===== config.mk =====
export PLATFORM = sky130hd
export DESIGN_NAME = ext_irq_recog
export DESIGN_NICKNAME = d
export VERILOG_FILES = /design/src/rtl/eir_pkg.sv /design/src/rtl/eir_pend.sv /design/src/rtl/eir_decide.sv /design/src/rtl/eir_state.sv /design/src/rtl/ext_irq_recog.sv
export SDC_FILE = /design/constraint.sdc
export NUM_CORES = 1
export LEC_CHECK = 0
export BUFFER_PORTS_ARGS = -buffer_cell sky130_fd_sc_hd__buf_2
export CORE_MARGIN = 8
export CORE_UTILIZATION = 35
export DETAILED_ROUTE_END_ITERATION = 10
export PLACE_DENSITY = 0.72
export SLEW_MARGIN = 20
export SYNTH_ARGS = -nofsm -noshare
export SYNTH_HDL_FRONTEND = slang
export SYNTH_SLANG_ARGS = --single-unit

===== constraint.sdc =====
create_clock -name clk -period 2.45 [get_ports clk]
set_input_delay 0.6125 -clock clk [delete_from_list [all_inputs] [get_ports clk]]
set_output_delay 0.6125 -clock clk [all_outputs]
set_load 0.01 [all_outputs]

===== src/rtl/eir_pkg.sv =====
package eir_pkg;

    localparam int PC_W  = 32;
    localparam int OFF_W = 12;

    localparam logic [OFF_W-1:0] EXT_OFF    = 12'h500;
    localparam logic [OFF_W-1:0] DFAULT_OFF = 12'h300;
    localparam logic [OFF_W-1:0] IFAULT_OFF = 12'h400;

    typedef enum logic [1:0] {
        CAUSE_NONE = 2'd0,
        CAUSE_EXT  = 2'd1,
        CAUSE_SYNC = 2'd2
    } cause_e;

    typedef enum logic [2:0] {
        CLS_ALU    = 3'd0,
        CLS_SPR_WR = 3'd1,
        CLS_ST_WR  = 3'd2,
        CLS_RETINT = 3'd3,
        CLS_MEM    = 3'd4,
        CLS_CACHE  = 3'd5,
        CLS_BRANCH = 3'd6,
        CLS_OTHER  = 3'd7
    } iclass_e;

    typedef struct packed {
        cause_e             cause;
        logic               retire;
        logic [PC_W-1:0]    resume;
        logic [OFF_W-1:0]   off;
    } decision_t;

    function automatic logic may_retire_early(input logic [2:0] cls);
        case (iclass_e'(cls))
            CLS_SPR_WR, CLS_ST_WR, CLS_RETINT, CLS_MEM, CLS_CACHE: return 1'b1;
            default:                                              return 1'b0;
        endcase
    endfunction

endpackage


===== src/rtl/eir_pend.sv =====
module eir_pend (
    input  logic irq,
    input  logic ee,
    output logic pend,
    output logic stall
);
    always_comb begin
        pend  = irq & ee;
        stall = pend;
    end
endmodule


===== src/rtl/eir_decide.sv =====
module eir_decide
    import eir_pkg::*;
#(
    parameter int CNT_W = 3
) (
    input  logic              pend,
    input  logic [PC_W-1:0]   nxt_pc,
    input  logic [CNT_W-1:0]  q_count,
    input  logic              hd_done,
    input  logic              hd_exc,
    input  logic [2:0]        hd_cls,
    input  logic [PC_W-1:0]   hd_pc,
    input  logic [OFF_W-1:0]  hd_vec_off,
    output decision_t         dec
);
    localparam logic [CNT_W-1:0] ONE = CNT_W'(1);

    logic present;
    logic head_fault;

    always_comb begin
        present    = (q_count != '0);
        head_fault = present & hd_done & hd_exc;
        dec        = '{cause: CAUSE_NONE, retire: 1'b0, resume: hd_pc, off: EXT_OFF};

        if (head_fault) begin
            dec.cause  = CAUSE_SYNC;
            dec.resume = hd_pc;
            dec.off    = hd_vec_off;
        end else if (pend) begin
            if (!present) begin
                dec.cause  = CAUSE_EXT;
                dec.resume = nxt_pc;
            end else if (q_count > ONE) begin
                dec.retire = hd_done;
            end else if (hd_done && may_retire_early(hd_cls)) begin
                dec.retire = 1'b1;
                dec.cause  = CAUSE_EXT;
                dec.resume = hd_pc + PC_W'(4);
            end else begin
                dec.cause  = CAUSE_EXT;
                dec.resume = hd_pc;
            end
        end else begin
            dec.retire = present & hd_done;
        end
    end
endmodule


===== src/rtl/eir_state.sv =====
module eir_state
    import eir_pkg::*;
(
    input  logic             clk,
    input  logic             rst,
    input  logic             take,
    input  logic [PC_W-1:0]  resume,
    input  logic             rfi_strobe,
    input  logic             ee_wr,
    input  logic             ee_wdata,
    output logic             ee_q,
    output logic             saved_ee_q,
    output logic [PC_W-1:0]  srr0_q
);
    always_ff @(posedge clk) begin
        if (rst) begin
            ee_q       <= 1'b0;
            saved_ee_q <= 1'b0;
            srr0_q     <= '0;
        end else if (take) begin
            ee_q       <= 1'b0;
            saved_ee_q <= ee_q;
            srr0_q     <= resume;
        end else if (rfi_strobe) begin
            ee_q       <= saved_ee_q;
        end else if (ee_wr) begin
            ee_q       <= ee_wdata;
        end
    end
endmodule


===== src/rtl/ext_irq_recog.sv =====
module ext_irq_recog
    import eir_pkg::*;
#(
    parameter int               DEPTH    = 4,
    parameter logic [31:0]      VEC_BASE = 32'hFFF0_0000,
    localparam int              CNT_W    = $clog2(DEPTH + 1)
) (
    input  logic              clk,
    input  logic              rst,
    input  logic              ext_irq,
    input  logic [31:0]       nxt_pc,
    input  logic [CNT_W-1:0]  q_count,
    input  logic              hd_done,
    input  logic              hd_exc,
    input  logic [2:0]        hd_cls,
    input  logic [31:0]       hd_pc,
    input  logic [11:0]       hd_vec_off,
    input  logic              rfi_strobe,
    input  logic              ee_wr,
    input  logic              ee_wdata,
    output logic              retire,
    output logic              disp_stall,
    output logic              flush,
    output logic [1:0]        take_cause,
    output logic [31:0]       redirect_pc,
    output logic [31:0]       srr0_pc,
    output logic              msr_ee,
    output logic              saved_ee
);
    logic      pend;
    logic      take;
    decision_t dec;

    eir_pend pend_i (
        .irq   (ext_irq),
        .ee    (msr_ee),
        .pend  (pend),
        .stall (disp_stall)
    );

    eir_decide #(.CNT_W(CNT_W)) dec_i (
        .pend       (pend),
        .nxt_pc     (nxt_pc),
        .q_count    (q_count),
        .hd_done    (hd_done),
        .hd_exc     (hd_exc),
        .hd_cls     (hd_cls),
        .hd_pc      (hd_pc),
        .hd_vec_off (hd_vec_off),
        .dec        (dec)
    );

    always_comb begin
        take        = (dec.cause != CAUSE_NONE);
        flush       = take;
        retire      = dec.retire;
        take_cause  = dec.cause;
        redirect_pc = VEC_BASE | {{(PC_W-OFF_W){1'b0}}, dec.off};
    end

    eir_state state_i (
        .clk        (clk),
        .rst        (rst),
        .take       (take),
        .resume     (dec.resume),
        .rfi_strobe (rfi_strobe),
        .ee_wr      (ee_wr),
        .ee_wdata   (ee_wdata),
        .ee_q       (msr_ee),
        .saved_ee_q (saved_ee),
        .srr0_q     (srr0_pc)
    );
endmodule


==> reports/metrics.cfg <==
[floorplan]
fp.dieArea_sq_um=11700
core_sq_um=8220
fp.dieH_um=108
placement_rows=33
die_w_um=108
i_o_pin_cnt=161
initial_core_utilization=0.362

[final_layout]
layout.cells.non_filler=657
mostFrequentLayoutCells=140 x sky130_fd_sc_hd__buf_2, 54 x sky130_fd_sc_hd__nor2_1, 35 x sky130_fd_sc_hd__buf_4, 34 x sky130_fd_sc_hd__dfxtp_1, 32 x sky130_fd_sc_hd__nor3_1
total_number_of_nets_in_the_final_design=643
drive_gt1_frac=0.359
areaGrowthSynthToFinish_pct=31.4
nFillCells=859
mostFrequentLayoutCell=sky130_fd_sc_hd__buf_2
diodes=0

[yosys]
synth_compound_area_frac=0.224
yosys.cell_types.count=62
async_reset_ff_frac=0
post_synthesis_share_of_cell_area_spent_on_full_adders_half_adders_and_majority_gates=0.00421
synthDominantCellAreaShare=0.229
synth_top_family_by_area=simple AND/OR/NAND/NOR gates
synthSimpleGateAreaFrac=0.374
synth_enable_flop_cells=0
number_of_warnings_issued_by_yosys=0
yosysSeqAreaShare=0.229
yosys-mux-area-fraction=0.0172
post_synth_inst_count=413
synth_ff_type=sky130_fd_sc_hd__dfxtp_1
synth.top_cells.by_area=sky130_fd_sc_hd__dfxtp_1 23%, sky130_fd_sc_hd__buf_4 8.6%, sky130_fd_sc_hd__nor2_1 6.8%
mappedNetlistArea_sq_um=2980
syn-mean-instance-area_sq_um=7.20
synth.largest_area_cell=sky130_fd_sc_hd__dfxtp_1
ys_seq_elements=34
synth-xor-area-share=0.0177

[hold_path]
min-delay-path-class=reg2reg
timing.hold.worst_path_depth=2

[pwr]
cellLeakagePower_nw=1.78
power.density_nw_per_um2=410
ir_drop_v=0.000209

[setup_path]
crit_path_max_fanout=23
critical_path.startpoint_type=input port
critPathSlowestCell=sky130_fd_sc_hd__o311ai_4
critical_path.cell_chain=buf_2, o311ai_4, inv_2, buf_4, and2_1, buf_2
timing.reg2reg.worst_path_depth=6
worst-endpoint-required_ns=1.84
critical_path_class=in2out
most_repeated_library_cell_on_the_critical_path=sky130_fd_sc_hd__buf_2
cp_arrival_ns=1.74
slowest_delay_ns=0.33
timing.critical_path.to_type=output port

[timing]
final_critical_period_ns=2.36
finalHoldViolCount=0
fin_tns_setup_ns=0
slew_violations=0
fin_skew_ns=0.00479
unrepaired_setup_endpoints_after_global_routing=no
timing.max_slew.rel_slack=0.549
final_min_period_over_clock_period=0.962
max_slew.worst_pin.slew_ns=0.672
report.final.setup_viol=0
timing.fmax_mhz=424

[run_status]
run_status=completed

[route]
wl_per_cell_um=18.0
route.vias.total=3676
drt-initial-drc-count=215
postRouteWirelength_um=11800
antenna_left=0
vias_per_cell=5.60
drtPass1Iterations=5
drcViolationCount=0

[cts]
clock_tree.root_cell=sky130_fd_sc_hd__clkbuf_8
post-cts-setup-buffer-count=0
clk_path_buf_depth=2
cts_tree=done
clock_tree.htree_level_count=2
clkSlewWorstSetupHoldPaths_ns=0.07
cts_hold_fix_bufs=0
cts-resized-gates=0
clock_latency_ns=0.30
cts_inserted_buffers=5
cts_num_sinks=34

[place]
place.gp.congestion=0.969
io_buffer_count=140
dp.cells=650
place_hpwl_um=9440

[global_routing]
global_route_total_overflow=0
grt_start_max_net_pins=29
grt_first_pass_wirelength_um=18800
grt_use_total=0.198
number_of_global_route_vias_before_repair=3792
grt_antenna_before_repair=0

[run]
drv_cap=0

[cells in the mapped netlist (2+ instances only)]
| master | instances |
|---|---|
| sky130_fd_sc_hd__o32ai_1 | 2 |
| sky130_fd_sc_hd__nor2_2 | 2 |
| sky130_fd_sc_hd__a311oi_1 | 3 |
| sky130_fd_sc_hd__nand2_1 | 29 |
| sky130_fd_sc_hd__nor4bb_1 | 2 |
| sky130_fd_sc_hd__a2bb2oi_1 | 8 |
| sky130_fd_sc_hd__nand3_1 | 11 |
| sky130_fd_sc_hd__nor4_1 | 15 |
| sky130_fd_sc_hd__a221oi_1 | 6 |
| sky130_fd_sc_hd__clkbuf_1 | 18 |
| sky130_fd_sc_hd__nand4_1 | 13 |
| sky130_fd_sc_hd__o31ai_1 | 2 |
| sky130_fd_sc_hd__or4_1 | 5 |
| sky130_fd_sc_hd__o31a_1 | 4 |
| sky130_fd_sc_hd__conb_1 | 2 |
| sky130_fd_sc_hd__o21ai_0 | 19 |
| sky130_fd_sc_hd__nor3_1 | 32 |
| sky130_fd_sc_hd__a21o_1 | 3 |
| sky130_fd_sc_hd__and4bb_2 | 2 |
| sky130_fd_sc_hd__a21oi_1 | 14 |
| sky130_fd_sc_hd__nor2_1 | 54 |
| sky130_fd_sc_hd__or3_1 | 8 |
| sky130_fd_sc_hd__and2_1 | 12 |
| sky130_fd_sc_hd__a211oi_1 | 5 |
| sky130_fd_sc_hd__o211a_1 | 2 |
| sky130_fd_sc_hd__xnor2_1 | 6 |
| sky130_fd_sc_hd__buf_4 | 34 |
| sky130_fd_sc_hd__inv_1 | 2 |
| sky130_fd_sc_hd__dfxtp_1 | 34 |
| sky130_fd_sc_hd__nor3b_1 | 2 |
| sky130_fd_sc_hd__buf_2 | 10 |
| sky130_fd_sc_hd__o211ai_1 | 4 |
| sky130_fd_sc_hd__o311a_1 | 2 |
| sky130_fd_sc_hd__and3_1 | 7 |
| sky130_fd_sc_hd__mux2i_1 | 4 |
| sky130_fd_sc_hd__nand2b_1 | 3 |
| sky130_fd_sc_hd__o2111ai_1 | 4 |
| sky130_fd_sc_hd__clkinv_1 | 2 |
| sky130_fd_sc_hd__and4_1 | 2 |
| sky130_fd_sc_hd__a211o_1 | 2 |
[where the power goes]
group,internal [mW],switching (mW),total [mW],leakage [nW]
combinational,0.188,0.252,0.440,1.44
clock,0.326,0.228,0.554,0.0573
sequential,0.589,0.0205,0.609,0.279
total,1.10,0.500,1.60,1.78
[layer usage]
layer / track usage / routed length (um) / share of wire
met4: 0.0406 / 93 / 0.0079
met1: 0.241 / 4850 / 0.41
met2: 0.347 / 5690 / 0.48
met5: 0 / 0 / 0
met3: 0.0452 / 1170 / 0.099
[kinds of logic (layout without fill, tap and decap cells)]
| kind of cell | count (synthesis) | after routing |
|---|---|---|
| and+or+nand+nor | 208 | 208 |
| AOI/OAI and AO/OA | 90 | 90 |
| buffers and inverters | 67 | 188 |
| DFF | 34 | 34 |
| xor gates and xnor gates | 6 | 6 |
| muxes | 5 | 5 |
| other | 2 | 20 |
| adders and majority gates | 1 | 1 |
[layout make-up]
class	count	area, sq um	area share
Clock buffer	6	82.6	0.0211
Clock inverter	1	30.0	0.00768
Inverter	5	20.0	0.00512
Multi-Input combinational cell	330	1980	0.507
Sequential cell	34	681	0.174
Tap cell	105	131	0.0336
Timing Repair Buffer	176	983	0.252
[sequential cells by signal (all words and copies together), names as in the netlist]
signal              count
state_i.ee_q            1
state_i.saved_ee_q      1
state_i.srr0_q         32
[stage by stage]
stage | utilization | power, mW | instance area (sq um) | worst slack, ns | hold WS [ns]
2_1_floorplan | - | 0.869 | 3050 | 0.00699 | 0.496
3_3_place_gp | 0.462 | 1.06 | 3800 | 0.108 | 0.479
3_5_place_dp | 0.462 | 1.06 | 3800 | 0.0854 | 0.479
4_1_cts | 0.476 | 1.62 | 3910 | 0.0816 | 0.494
5_1_grt | 0.476 | 1.68 | 3910 | 0.0172 | 0.512
6_report | 0.476 | 1.60 | 3910 | 0.0940 | 0.492
[critical path, delay by kind of cell]
kind,cells,cell delay (ns)
AO/OA/AOI/OAI,1,0.33
buffers and inverters,4,0.61
AND/OR/NAND/NOR,1,0.18
[path summary, 6_finish.rpt]
| check | end | slack, ns | startpoint |
|---|---|---|---|
| max | redirect_pc[5] | 0.09 | q_count[1] |
| min | state_i.srr0_q[5] | 0.49 | state_i.srr0_q[5] |
| min reg2reg | state_i.srr0_q[5] | 0.49 | state_i.srr0_q[5] |
| max reg2reg | state_i.srr0_q[8] | 0.53 | state_i.ee_q |
Power figures use the tool's default switching activity.
